==> config.mk <==
export PLATFORM = sky130hd
export DESIGN_NAME = irq_vec_dispatch
export DESIGN_NICKNAME = d
export VERILOG_FILES = /design/src/rtl/ivd_pkg.sv /design/src/rtl/ivd_edge.sv /design/src/rtl/ivd_pick.sv /design/src/rtl/ivd_slot.sv /design/src/rtl/irq_vec_dispatch.sv
export SDC_FILE = /design/constraint.sdc
export NUM_CORES = 1
export LEC_CHECK = 0
export BUFFER_PORTS_ARGS = -buffer_cell sky130_fd_sc_hd__buf_2
export CAP_MARGIN = 10
export CORE_MARGIN = 4
export CORE_UTILIZATION = 33
export DETAILED_ROUTE_END_ITERATION = 10
export PLACE_DENSITY_LB_ADDON = 0.15
export SLEW_MARGIN = 0
export SYNTH_ARGS = -nofsm -noshare
export SYNTH_HDL_FRONTEND = slang
export SYNTH_SLANG_ARGS = --single-unit
==> constraint.sdc <==
create_clock -name clk -period 1.4 [get_ports clk]
set_input_delay 0.28 -clock clk [delete_from_list [all_inputs] [get_ports clk]]
set_output_delay 0.28 -clock clk [all_outputs]
set_load 0.05 [all_outputs]
==> src/rtl/ivd_pkg.sv <==
package ivd_pkg;

  // One entry of the fixed legacy-line to vector table
  typedef struct packed {
    logic       hit;
    logic [5:0] vec;
  } ivd_map_t;

  // Constant tag placed above the vector number in data word 0
  localparam logic [4:0] IVD_TAG     = 5'h1F;
  localparam int         IVD_TAG_LSB = 6;
  localparam int         IVD_TAG_W   = 5;

  // Sparse map; any line not listed yields hit = 0
  function automatic ivd_map_t map_line(input int unsigned ln);
    ivd_map_t m;
    m = '0;
    case (ln)
      1:  m = '{hit: 1'b1, vec: 6'h29};
      4:  m = '{hit: 1'b1, vec: 6'h2b};
      6:  m = '{hit: 1'b1, vec: 6'h27};
      7:  m = '{hit: 1'b1, vec: 6'h22};
      12: m = '{hit: 1'b1, vec: 6'h2a};
      default: m = '0;
    endcase
    return m;
  endfunction

endpackage

==> src/rtl/ivd_edge.sv <==
module ivd_edge
  import ivd_pkg::*;
#(
  parameter int NUM_LINES = 16
) (
  input  logic                 clk,
  input  logic                 rst,
  input  logic [NUM_LINES-1:0] lines_i,
  output logic [NUM_LINES-1:0] rise_o,
  output logic [NUM_LINES-1:0] fall_o
);

  // Only mapped lines get an edge detector; others are tied off
  for (genvar i = 0; i < NUM_LINES; i++) begin : g_line
    localparam ivd_map_t ENTRY = map_line(i);
    if (ENTRY.hit) begin : g_mapped
      logic lvl_q;
      always_ff @(posedge clk) begin
        if (rst) lvl_q <= 1'b0;
        else     lvl_q <= lines_i[i];
      end
      assign rise_o[i] =  lines_i[i] & ~lvl_q;
      assign fall_o[i] = ~lines_i[i] &  lvl_q;
    end else begin : g_unmapped
      logic unused_lvl;
      assign unused_lvl = lines_i[i];
      assign rise_o[i]  = 1'b0;
      assign fall_o[i]  = 1'b0;
    end
  end

endmodule

==> src/rtl/ivd_pick.sv <==
module ivd_pick #(
  parameter int NUM_LINES = 16,
  localparam int IDX_W    = $clog2(NUM_LINES)
) (
  input  logic                 clk,
  input  logic                 rst,
  input  logic [NUM_LINES-1:0] req_i,
  output logic                 any_o,
  output logic [IDX_W-1:0]     idx_o
);

  // Lowest line number wins
  always_comb begin
    any_o = 1'b0;
    idx_o = '0;
    for (int i = NUM_LINES - 1; i >= 0; i--) begin
      if (req_i[i]) begin
        any_o = 1'b1;
        idx_o = IDX_W'(i);
      end
    end
  end

  assert_pick_valid_R8: assert property (@(posedge clk) disable iff (rst)
    any_o |-> req_i[idx_o]);

  assert_pick_lowest_R8: assert property (@(posedge clk) disable iff (rst)
    any_o |-> ((req_i << (NUM_LINES - int'(idx_o))) == '0));

endmodule

==> src/rtl/ivd_slot.sv <==
module ivd_slot
  import ivd_pkg::*;
#(
  parameter int NUM_LINES = 16,
  parameter int VEC_W     = 6,
  parameter int DATA_W    = 64,
  localparam int IDX_W    = $clog2(NUM_LINES)
) (
  input  logic                 clk,
  input  logic                 rst,
  input  logic                 rise_any_i,
  input  logic [IDX_W-1:0]     rise_idx_i,
  input  logic [NUM_LINES-1:0] fall_i,
  input  logic                 sw_ack_i,
  output logic                 busy_o,
  output logic [VEC_W-1:0]     vec_o,
  output logic [DATA_W-1:0]    word0_o,
  output logic [DATA_W-1:0]    word1_o,
  output logic [DATA_W-1:0]    word2_o
);

  logic              busy_q;
  logic [IDX_W-1:0]  owner_q;
  logic [VEC_W-1:0]  vec_q;
  logic [DATA_W-1:0] w0_q, w1_q, w2_q;

  ivd_map_t          sel_map;
  logic [VEC_W-1:0]  new_vec;
  logic [DATA_W-1:0] new_w0;
  logic              release_now;

  always_comb begin
    sel_map = map_line(int'(rise_idx_i));
    new_vec = VEC_W'(sel_map.vec);
    new_w0  = '0;
    new_w0[VEC_W-1:0] = new_vec;
    new_w0[IVD_TAG_LSB +: IVD_TAG_W] = IVD_TAG;
  end

  // Owner fall or software acknowledge frees the slot
  assign release_now = sw_ack_i | fall_i[owner_q];

  always_ff @(posedge clk) begin
    if (rst) begin
      busy_q  <= 1'b0;
      owner_q <= '0;
      vec_q   <= '0;
      w0_q    <= '0;
      w1_q    <= '0;
      w2_q    <= '0;
    end else if (busy_q) begin
      // Raises arriving now are dropped
      if (release_now) busy_q <= 1'b0;
    end else if (rise_any_i) begin
      busy_q  <= 1'b1;
      owner_q <= rise_idx_i;
      vec_q   <= new_vec;
      w0_q    <= new_w0;
      w1_q    <= '0;
      w2_q    <= '0;
    end
  end

  assign busy_o  = busy_q;
  assign vec_o   = vec_q;
  assign word0_o = w0_q;
  assign word1_o = w1_q;
  assign word2_o = w2_q;

  assert_accept_R4: assert property (@(posedge clk) disable iff (rst)
    (!busy_q && rise_any_i) |=> busy_q);

  assert_word0_R5: assert property (@(posedge clk) disable iff (rst)
    (!busy_q && rise_any_i) |=> (w0_q[VEC_W-1:0] == $past(new_vec)));

  assert_clear_words_R5: assert property (@(posedge clk) disable iff (rst)
    $rose(busy_q) |-> (w1_q == '0 && w2_q == '0));

  assert_drop_busy_R6: assert property (@(posedge clk) disable iff (rst)
    busy_q |=> ($stable(vec_q) && $stable(w0_q)));

  assert_owner_fall_R7: assert property (@(posedge clk) disable iff (rst)
    (busy_q && fall_i[owner_q]) |=> !busy_q);

  assert_ack_clear_R9: assert property (@(posedge clk) disable iff (rst)
    (busy_q && sw_ack_i) |=> (!busy_q && $stable(w0_q)));

endmodule

==> src/rtl/irq_vec_dispatch.sv <==
module irq_vec_dispatch #(
  parameter int NUM_LINES = 16,
  parameter int VEC_COUNT = 64,
  parameter int DATA_W    = 64,
  parameter int STAT_W    = 8,
  parameter int BUSY_BIT  = 5,
  localparam int VEC_W    = $clog2(VEC_COUNT),
  localparam int IDX_W    = $clog2(NUM_LINES)
) (
  input  logic                 clk,
  input  logic                 rst,
  input  logic [NUM_LINES-1:0] legacy_irq_i,
  input  logic                 sw_ack_i,
  output logic                 irq_req_o,
  output logic [VEC_W-1:0]     vec_o,
  output logic [STAT_W-1:0]    status_o,
  output logic [DATA_W-1:0]    word0_o,
  output logic [DATA_W-1:0]    word1_o,
  output logic [DATA_W-1:0]    word2_o
);

  logic [NUM_LINES-1:0] rise, fall;
  logic                 rise_any;
  logic [IDX_W-1:0]     rise_idx;
  logic                 busy;

  ivd_edge #(.NUM_LINES(NUM_LINES)) u_edge (
    .clk     (clk),
    .rst     (rst),
    .lines_i (legacy_irq_i),
    .rise_o  (rise),
    .fall_o  (fall)
  );

  ivd_pick #(.NUM_LINES(NUM_LINES)) u_pick (
    .clk   (clk),
    .rst   (rst),
    .req_i (rise),
    .any_o (rise_any),
    .idx_o (rise_idx)
  );

  ivd_slot #(
    .NUM_LINES (NUM_LINES),
    .VEC_W     (VEC_W),
    .DATA_W    (DATA_W)
  ) u_slot (
    .clk        (clk),
    .rst        (rst),
    .rise_any_i (rise_any),
    .rise_idx_i (rise_idx),
    .fall_i     (fall),
    .sw_ack_i   (sw_ack_i),
    .busy_o     (busy),
    .vec_o      (vec_o),
    .word0_o    (word0_o),
    .word1_o    (word1_o),
    .word2_o    (word2_o)
  );

  always_comb begin
    status_o = '0;
    status_o[BUSY_BIT] = busy;
  end

  assign irq_req_o = busy;

  assert_status_R4: assert property (@(posedge clk) disable iff (rst)
    irq_req_o |-> ($countones(status_o) == 1));

  assert_quiet_R2: assert property (@(posedge clk) disable iff (rst)
    (!irq_req_o && (rise == '0)) |=> !irq_req_o);

endmodule

# [Word-level counts from Yosys, hierarchy flattened]
# Cells that the tools add are included.
[op_classes] addsub=0 mul=0 div_mod_pow=0 order_cmp=1 eq_ne=5 n_shift=0 n_mux=16 n_bitwise=22 reduce_logical=1
[ops] cell="one-hot mux 6 bit (5 select lines)" n=1
[ops] cell="two-way mux 4 bit" n=5
[ops] cell="equality test 4 x 3 -> 1 bit (second input constant)" n=3
[ops] cell="NOT 1 bit" n=11
[ops] cell="bitwise AND 1 bit" n=10
[ops] cell="two-way mux 1 bit" n=9
[ops] cell="less-than comparator 4 x 5 -> 1 bit (second input constant)" n=1
[ops] cell="binary-select mux 1 bit (select 4 bit)" n=1
[ops] cell="equality test 4 x 1 -> 1 bit (second input constant)" n=1
[ops] cell="equality test 4 bit (second input constant)" n=1
[ops] cell="AND reduction 2 bit" n=1
[ops] cell="bitwise OR 1 bit" n=1
[totals] ff_bits=23 latchBits=0 ram_bits=0 rom_bits=0 in_bits=19 out_inout_bits=207 word_cells=54 memories=0

# [Longest topological paths before layout]
# Gate-level depths: netlist of the first run.
[logic_depth] ltp_word=9 depth_mapped=4 ltp_nobuf=4

# [Modules after synthesis]
# From an unflattened synthesis of the first run, not the netlist that was laid out.
[hier_totals] cells_unflattened=341 area_unflattened_um2=2650.0
[by_module_without_submodules] module="ivd_slot" instances=1 cells_per_inst=256 area_per_inst_um2=2044.5 seq_area_each_um2=220.2
[by_module_without_submodules] module="ivd_edge" instances=1 cells_per_inst=43 area_per_inst_um2=362.8 seq_area_each_um2=100.1
[by_module_without_submodules] module="ivd_pick" instances=1 cells_per_inst=33 area_per_inst_um2=178.9 seq_area_each_um2=0.0
[by_module_without_submodules] module="irq_vec_dispatch" instances=1 cells_per_inst=9 area_per_inst_um2=63.8 seq_area_each_um2=0.0

# [Worst setup path after synthesis of the first run]
# OpenSTA, ideal clock, no wires.
[synth_path] path_type="register to register" startpoint="register u_slot.busy_q (netlist: u_slot.busy_o)" endpoint="register u_slot.vec_q[3] (netlist: u_slot.vec_o[3])" setup_ps=115 arrival_time_ps=1389 required_ps=1285 setup_slack_ps=-104 path_stages_with_launch=5 path_buffers=1 period_less_slack_ps=1504 cell_sequence="dfxtp_1 > clkbuf_1 > a2111oi_0 > nor2_1 > o21a_1"
[synth_between] elab_chain_cells=2
[synth_lines] item="start: declaration" line_no="ivd_slot.sv:22" rtl="logic busy_q;"
[synth_lines] item="start signal: assignment" line_no="ivd_slot.sv:45" rtl="busy_q <= 1'b0;"
[synth_lines] item="start signal: assignment" line_no="ivd_slot.sv:53" rtl="if (release_now) busy_q <= 1'b0;"
[synth_lines] item="start signal: assignment" line_no="ivd_slot.sv:55" rtl="busy_q <= 1'b1;"
[synth_lines] item="NOT 1 bit (no source line)"
[synth_lines] item="AND reduction 2 bit (no source line)"
[synth_lines] item="end signal: assignment" line_no="ivd_slot.sv:57" rtl="vec_q <= new_vec;"
[synth_lines] item="end: declaration" line_no="ivd_slot.sv:24" rtl="logic [VEC_W-1:0] vec_q;"
# No other way between the ends.
# A chain may end at the register's enable or synchronous reset.

# [Final worst setup path of the first run]
[layout_path] startpoint="register u_edge.g_line[6].g_mapped.lvl_q" endpoint="register u_slot.owner_q[0]"
[layout_between] elab_chain_cells=6 word_cells_on_any_way=9 cone_classes="mux (6); bitwise (2); reduce/logical (1)"
[layout_lines] item="start: declaration" line_no="ivd_edge.sv:17" rtl="logic lvl_q;"
[layout_lines] item="start signal: assignment" line_no="ivd_edge.sv:20" rtl="else lvl_q <= lines_i[i];"
[layout_lines] item="NOT 1 bit *" line_no="ivd_edge.sv:22" rtl="assign rise_o[i] = lines_i[i] & ~lvl_q;"
[layout_lines] item="bitwise AND 1 bit *" line_no="ivd_edge.sv:22"
[layout_lines] item="two-way mux 1 bit (3 in a row)" line_no="ivd_pick.sv:17" rtl="if (req_i[i]) begin"
[layout_lines] item="AND reduction 2 bit (no source line)"
[layout_lines] item="end signal: assignment" line_no="ivd_slot.sv:56" rtl="owner_q <= rise_idx_i;"
[layout_lines] item="end: declaration" line_no="ivd_slot.sv:23" rtl="logic [IDX_W-1:0] owner_q;"
# Mark *: on every way between the ends. The rest lies on a longest branch, timed or not.

==> results.yml, run 1 <==
routing:
  routed_wl_mm: 3.421
  drt_iter0_markers: 29
  via_per_inst: 3.089
  drc: 0
  ant_nets: 0
  vias: 1180
  firstDrtPassIters: 4
  routedWlPerCell_um: 8.955
placed_design:
  hpwlAfterDp_mm: 2.969
  io_buffers: 24
  dp.cells: 378
  pre_cts_slack_ps: -78.33
  place_congestion: 0.8337
yosys:
  yosys.area_share.simple_pct: 10.80
  synthFlopType: "dfxtp_1"
  synth_top_family_by_area: "buffers and inverters"
  synthArstFlopShare_pct: 0
  synth_edf_count: 0
  avgSynthCellArea_um2: 7.957
  ys_ff_latch: 16
  netlist-cell-type-count: 30
  synth_fa_ha_area_share_pct: 0
  postSynthCellCount: 281
  ys_warn_count: 0
  yosysTopAreaCellShare_pct: 67.15
  syn_area_um2: 2236
  synth_xor_area_share_pct: 0
  yosysMostFrequentCell: "buf_4"
  synth_common_cells: "200 x buf_4, 16 x dfxtp_1, 8 x nand2b_1"
  synth_compound_area_share_pct: 6.547
  synth_area_leaders: "buf_4 67%, dfxtp_1 14%, nand2b_1 2.2%"
  yosys.area.top_type: "buf_4"
  muxShareOfSynthArea_pct: 0
  ys_seq_area_share_pct: 14.33
power:
  leakagePower_nw: 1.071
  p_int_w: 0.0008644
  p_sw_w: 0.001598
  p_clk_share_pct: 16.9
  comb_power_share_pct: 61.5
  power_frac_seq_pct: 21.5
  pwr_density_cell_nw_per_um2: 1371
  total_power_w: 0.002462
  peakVddDrop_mv: 0.4041
  sw_frac_of_total_pct: 64.89
clock_network:
  tritoncts: "done"
  clk_latency_ps: 250
  cts_buffer_depth: 2
  clkSlewWorstSetupHoldPaths_ps: 70
  cts-root-buf: "clkbuf_8"
  cts_inserted_buffers: 3
  cts_num_sinks: 16
  cts_max_level: 1
critical_path:
  cp-end-kind: "register"
  cp_slowest_stage_delay_ps: 330
  r2r-start: "u_edge.g_line[6].g_mapped.lvl_q"
  path_cells: "nor2b_2 > nor4_4 > buf_4 > a21o_1 > a221oi_1"
  worstSetupPathType: "reg -> reg"
  required_ps: 1560
  cp_slowest_cell: "dfxtp_1"
  regToRegEndpoint: "u_slot.owner_q[0]"
  cp-start-kind: "register"
  r2r_slack_ps: 40
  r2r_cells: 5
  critPathArrivalTime_ps: 1520
  critPathMaxFanout: 4
worst_hold_path:
  timing.hold.worst.start: "legacy_irq_i[12]"
  whs_path_depth: 2
  holdPathEnd: "u_edge.g_line[12].g_mapped.lvl_q"
  hp-class: "in -> reg"
layout:
  multi_input_area_um2: 1120
  syn_to_final_growth_pct: -19.70
  num_antenna_cells: 0
  finalNetCount: 325
  fillers: 706
  seq_area_um2: 321.6
  stdcell_count: 382
  drive_gt1_share_pct: 15.41
floorplanning:
  fp.dieW_um: 90.32
  initial_utilization_pct: 34.62
  die_area_um2: 8157
  core_um2: 6459
  io_pins: 226
  chipHeight_um: 90.32
  num_rows: 29
global_routing:
  first_global_vias: 903
  antenna_found_initial: 0
  grt_pass1_wl_mm: 4.754
  grt_max_degree: 17
  track_usage_pct: 7.017
  grt_remaining_overflow: 0
sta:
  rsz0062_at_grt: "false"
  fin_skew_ps: 2.050
  fin_crit_ps: 1358
  slew_viol_final: 0
  hold_viol_final: 0
  fin_ws_ps: 41.52
  fin_tns_setup_ps: 0
  clock.fmax_mhz: 736.1
  period_share_pct: 97.03
  finalSetupViolCount: 0
status:
  status: "finished, final reports clean"
run:
  cap_viol_max_count: 0
-- stage by stage --
step	hold WS [ps]	util [%]	instance area, um2
after floorplan	351.6	-	2948
after global placement	464.3	26.68	1723
after detailed placement	469.1	26.68	1723
after CTS	268.8	27.53	1778
after global routing	283.7	27.80	1795
final	271.9	27.80	1795
-- kinds of logic (layout without fill, tap and decap cells) --
| group | count (synthesis) | count (layout) |
|---|---|---|
| buffers and inverters | 206 | 41 |
| AND/OR/NAND/NOR | 36 | 36 |
| AO/OA/AOI/OAI | 22 | 22 |
| flip-flops | 16 | 16 |
| other | 1 | 190 |
-- how the worst max path moves through the flow --
stage | cells after the start | to | slack [ps] | from
2_1_floorplan | 4 | u_slot.vec_o[3] | 60 | u_slot.busy_o
3_3_place_gp | 6 | u_slot.owner_q[0] | -40 | legacy_irq_i[6]
3_5_place_dp | 6 | u_slot.owner_q[0] | -80 | legacy_irq_i[6]
4_1_cts | 5 | u_slot.vec_o[3] | 30 | u_edge.g_line[7].g_mapped.lvl_q
5_1_grt | 4 | u_slot.owner_q[3] | 7 | u_edge.g_line[7].g_mapped.lvl_q
6_report | 5 | u_slot.owner_q[0] | 40 | u_edge.g_line[6].g_mapped.lvl_q
-- critical path: cells and delay by family, from the launching register on --
family | cells | cell delay (ps)
compound gates | 2 | 480
flops | 1 | 330
simple gates | 2 | 300
buf+inv | 1 | 150
-- power groups by stage --
stage	Clock, W	Sequential (W)	Combinational, W
after global placement	0	0.000540	0.00149
after global routing	0.000445	0.000539	0.00157
after CTS	0.000430	0.000530	0.00149
final	0.000417	0.000530	0.00152
after floorplan	0	0.000600	0.00177
after detailed placement	0	0.000541	0.00149
-- per-layer routing --
layer	up-vias	GRT usage [%]	wire length, um
li1	540	-	-
met1	516	7.013	1118
met2	122	13.57	1729
met3	2	2.000	549
met4	0	2.679	24
met5	-	0	0
-- sequential cells by signal, summed over array words and instances (netlist names) --
signal,cells
u_slot.owner_q,4
u_slot.busy_o,1
u_slot.vec_o,4
u_slot.word0_o,2
u_edge.g_line.g_mapped.lvl_q,5
-- area by class of cell --
class / instances / area share [%]
clock buffers: 4 / 3.066
inverters: 4 / 0.8362
well taps: 77 / 5.366
multi-input cells: 248 / 62.37
repair buffers: 33 / 10.45
flip-flops and latches: 16 / 17.91
-- layout by cell type, fill, tap and decap left out, types with 2 or more instances in the layout --
cell / synthesis / layout
conb_1: 1 / 190
buf_2: 0 / 24
dfxtp_1: 16 / 15
buf_4: 200 / 9
nand2b_1: 8 / 8
nor2_1: 7 / 7
nor2b_1: 6 / 6
a21oi_1: 5 / 5
inv_1: 4 / 4
o21ai_0: 4 / 4
clkbuf_8: 0 / 4
nand2_1: 3 / 3
o21a_1: 3 / 3
nor2b_4: 2 / 2
a21o_1: 2 / 2
-- timing repair --
item                       in CTS  in global routing
setup endpoints to repair       0                  4
buffers inserted                0                  0
hold buffers                    0                  0
resized for setup               0                  4
Note: power is estimated with default switching activity, not from simulation.
==> run 2, diff against run 1 <==
--- a/config.mk
+++ b/config.mk
@@ -10,7 +10,7 @@
 export CORE_MARGIN = 4
 export CORE_UTILIZATION = 33
 export DETAILED_ROUTE_END_ITERATION = 10
-export PLACE_DENSITY_LB_ADDON = 0.15
+export PLACE_DENSITY_LB_ADDON = 0.25
 export SLEW_MARGIN = 0
 export SYNTH_ARGS = -nofsm -noshare
 export SYNTH_HDL_FRONTEND = slang
==> run 2 against run 1 <==
Die area unchanged. Largest cell class unchanged. Flip-flop and latch count unchanged. Count of clock-buffer cells in the layout unchanged. Utilization down 0.21 points. Highest routed layer unchanged. Hold slack worse by 6.0 ps.
==> results.yml, run 2 (synthesis gave the netlist of run 1 again) <==
status:
  status: "finished, final reports clean"
layout:
  largest_reg_flops: 5
  postLayoutCellArea_um2: 1782
  regMostFlops: "u_edge.g_line.g_mapped.lvl_q"
  num_antenna_cells: 0
  fillers: 702
  layout_common_cells: "190 x conb_1, 24 x buf_2, 15 x dfxtp_1"
  final_common_cell: "conb_1"
  stdcell_count: 381
  syn_to_final_growth_pct: -20.31
  finalNetCount: 324
  drive_gt1_share_pct: 14.47
worst_hold_path:
  hp-class: "in -> reg"
critical_path:
  path_cells: "nor2b_4 > nor3_1 > or4b_1 > o21ai_0"
  critPathMaxFanout: 4
  cp-start-kind: "register"
  critPathArrivalTime_ps: 1510
  critical-path-top-delay-family: "simple AND/OR/NAND/NOR gates"
  cp_slowest_cell: "or4b_1"
  critPathBufInv: 0
  required_ps: 1580
  worstSetupPathType: "reg -> reg"
  cp-end-kind: "register"
  cp_slowest_stage_delay_ps: 480
sta:
  period_share_pct: 95.39
  finalSetupViolCount: 0
  rsz0062_at_grt: "true"
  fin_crit_ps: 1335
  slew_viol_final: 0
  fin_tns_setup_ps: 0
  clock.fmax_mhz: 748.8
  fin_skew_ps: 1.556
  hold_viol_final: 0
  fin_ws_ps: 64.51
global_routing:
  track_usage_pct: 6.896
  grt_remaining_overflow: 0
  grt_pass1_wl_mm: 4.629
  antenna_found_initial: 0
  first_global_vias: 908
  grt_max_degree: 17
routing:
  routed_wl_mm: 3.388
  firstDrtPassIters: 4
  via_per_inst: 3.021
  routedWlPerCell_um: 8.892
  drt_iter0_markers: 34
  vias: 1151
  drc: 0
  ant_nets: 0
floorplanning:
  io_pins: 226
  die_area_um2: 8157
  chipHeight_um: 90.32
  num_rows: 29
  initial_utilization_pct: 34.62
  fp.dieW_um: 90.32
  core_um2: 6459
clock_network:
  cts_max_level: 1
  clk_latency_ps: 250
  clkSlewWorstSetupHoldPaths_ps: 70
  cts_inserted_buffers: 3
  cts_num_sinks: 16
  tritoncts: "done"
  cts_buffer_depth: 2
  cts-root-buf: "clkbuf_8"
placed_design:
  place_congestion: 0.7671
  pre_cts_slack_ps: -81.86
  hpwlAfterDp_mm: 3.003
  post_dp_cell_area_um2: 1715
  dp.cells: 377
  io_buffers: 24
power:
  pwr_density_cell_nw_per_um2: 1379
  peakVddDrop_mv: 0.3778
  leakagePower_nw: 1.069
run:
  cap_viol_max_count: 0
==> run 2: changes by cell type in the layout (fill, tap and decap cells not counted), sizes merged <==
cell  delta
buf      -1
==> run 2: routing by layer <==
layer	vias up	global-route usage [%]	wire, um
li1	538	-	-
met1	498	6.259	1016
met2	111	13.81	1803
met3	4	2.083	524
met4	0	3.061	44
met5	-	0	0
==> run 2: through the flow <==
stage / hold slack [ps] / util (%) / power (W)
final: 265.9 / 27.59 / 0.002458
after floorplan: 351.6 / - / 0.002370
after CTS: 267.4 / 27.41 / 0.002452
after detailed placement: 474.1 / 26.56 / 0.002030
after global placement: 465.9 / 26.56 / 0.002028
after global routing: 296.1 / 27.59 / 0.002546
==> run 2: layout make-up <==
cell class                      count  area (um2)  area share (%)
Inverter                            4       15.01          0.8427
Timing Repair Buffer               32       180.2           10.11
Tap cell                           77       96.34           5.407
Sequential cell                    16       321.6           18.05
Multi-Input combinational cell    248        1114           62.50
Clock buffer                        4       55.05           3.090
==> run 2: final timing paths <==
kind / startpoint / endpoint / slack [ps] / depth (start not counted)
worst max-delay path: u_edge.g_line[4].g_mapped.lvl_q / u_slot.owner_q[3] / 60 / 4
worst min-delay path: legacy_irq_i[12] / u_edge.g_line[12].g_mapped.lvl_q / 270 / 2
worst max register to register: u_edge.g_line[4].g_mapped.lvl_q / u_slot.owner_q[3] / 60 / 4
worst min register to register: u_slot.word0_o[5] / u_slot.word0_o[5] / 480 / 2
==> run 2: report_power, final <==
part	internal, W	switching [W]	total (W)	leakage, nW
clock	0.000250	0.000169	0.000419	0.0288
combinational	0.000119	0.00139	0.00151	0.907
sequential	0.000493	0.0000372	0.000530	0.133
total	0.000862	0.00160	0.00246	1.07
==> run 2: repair_timing <==
item / CTS / global route
setup buffers: 0 / 0
hold buffers: 0 / 0
resized for setup: 0 / 3
endpoints found under the setup margin: 0 / 4
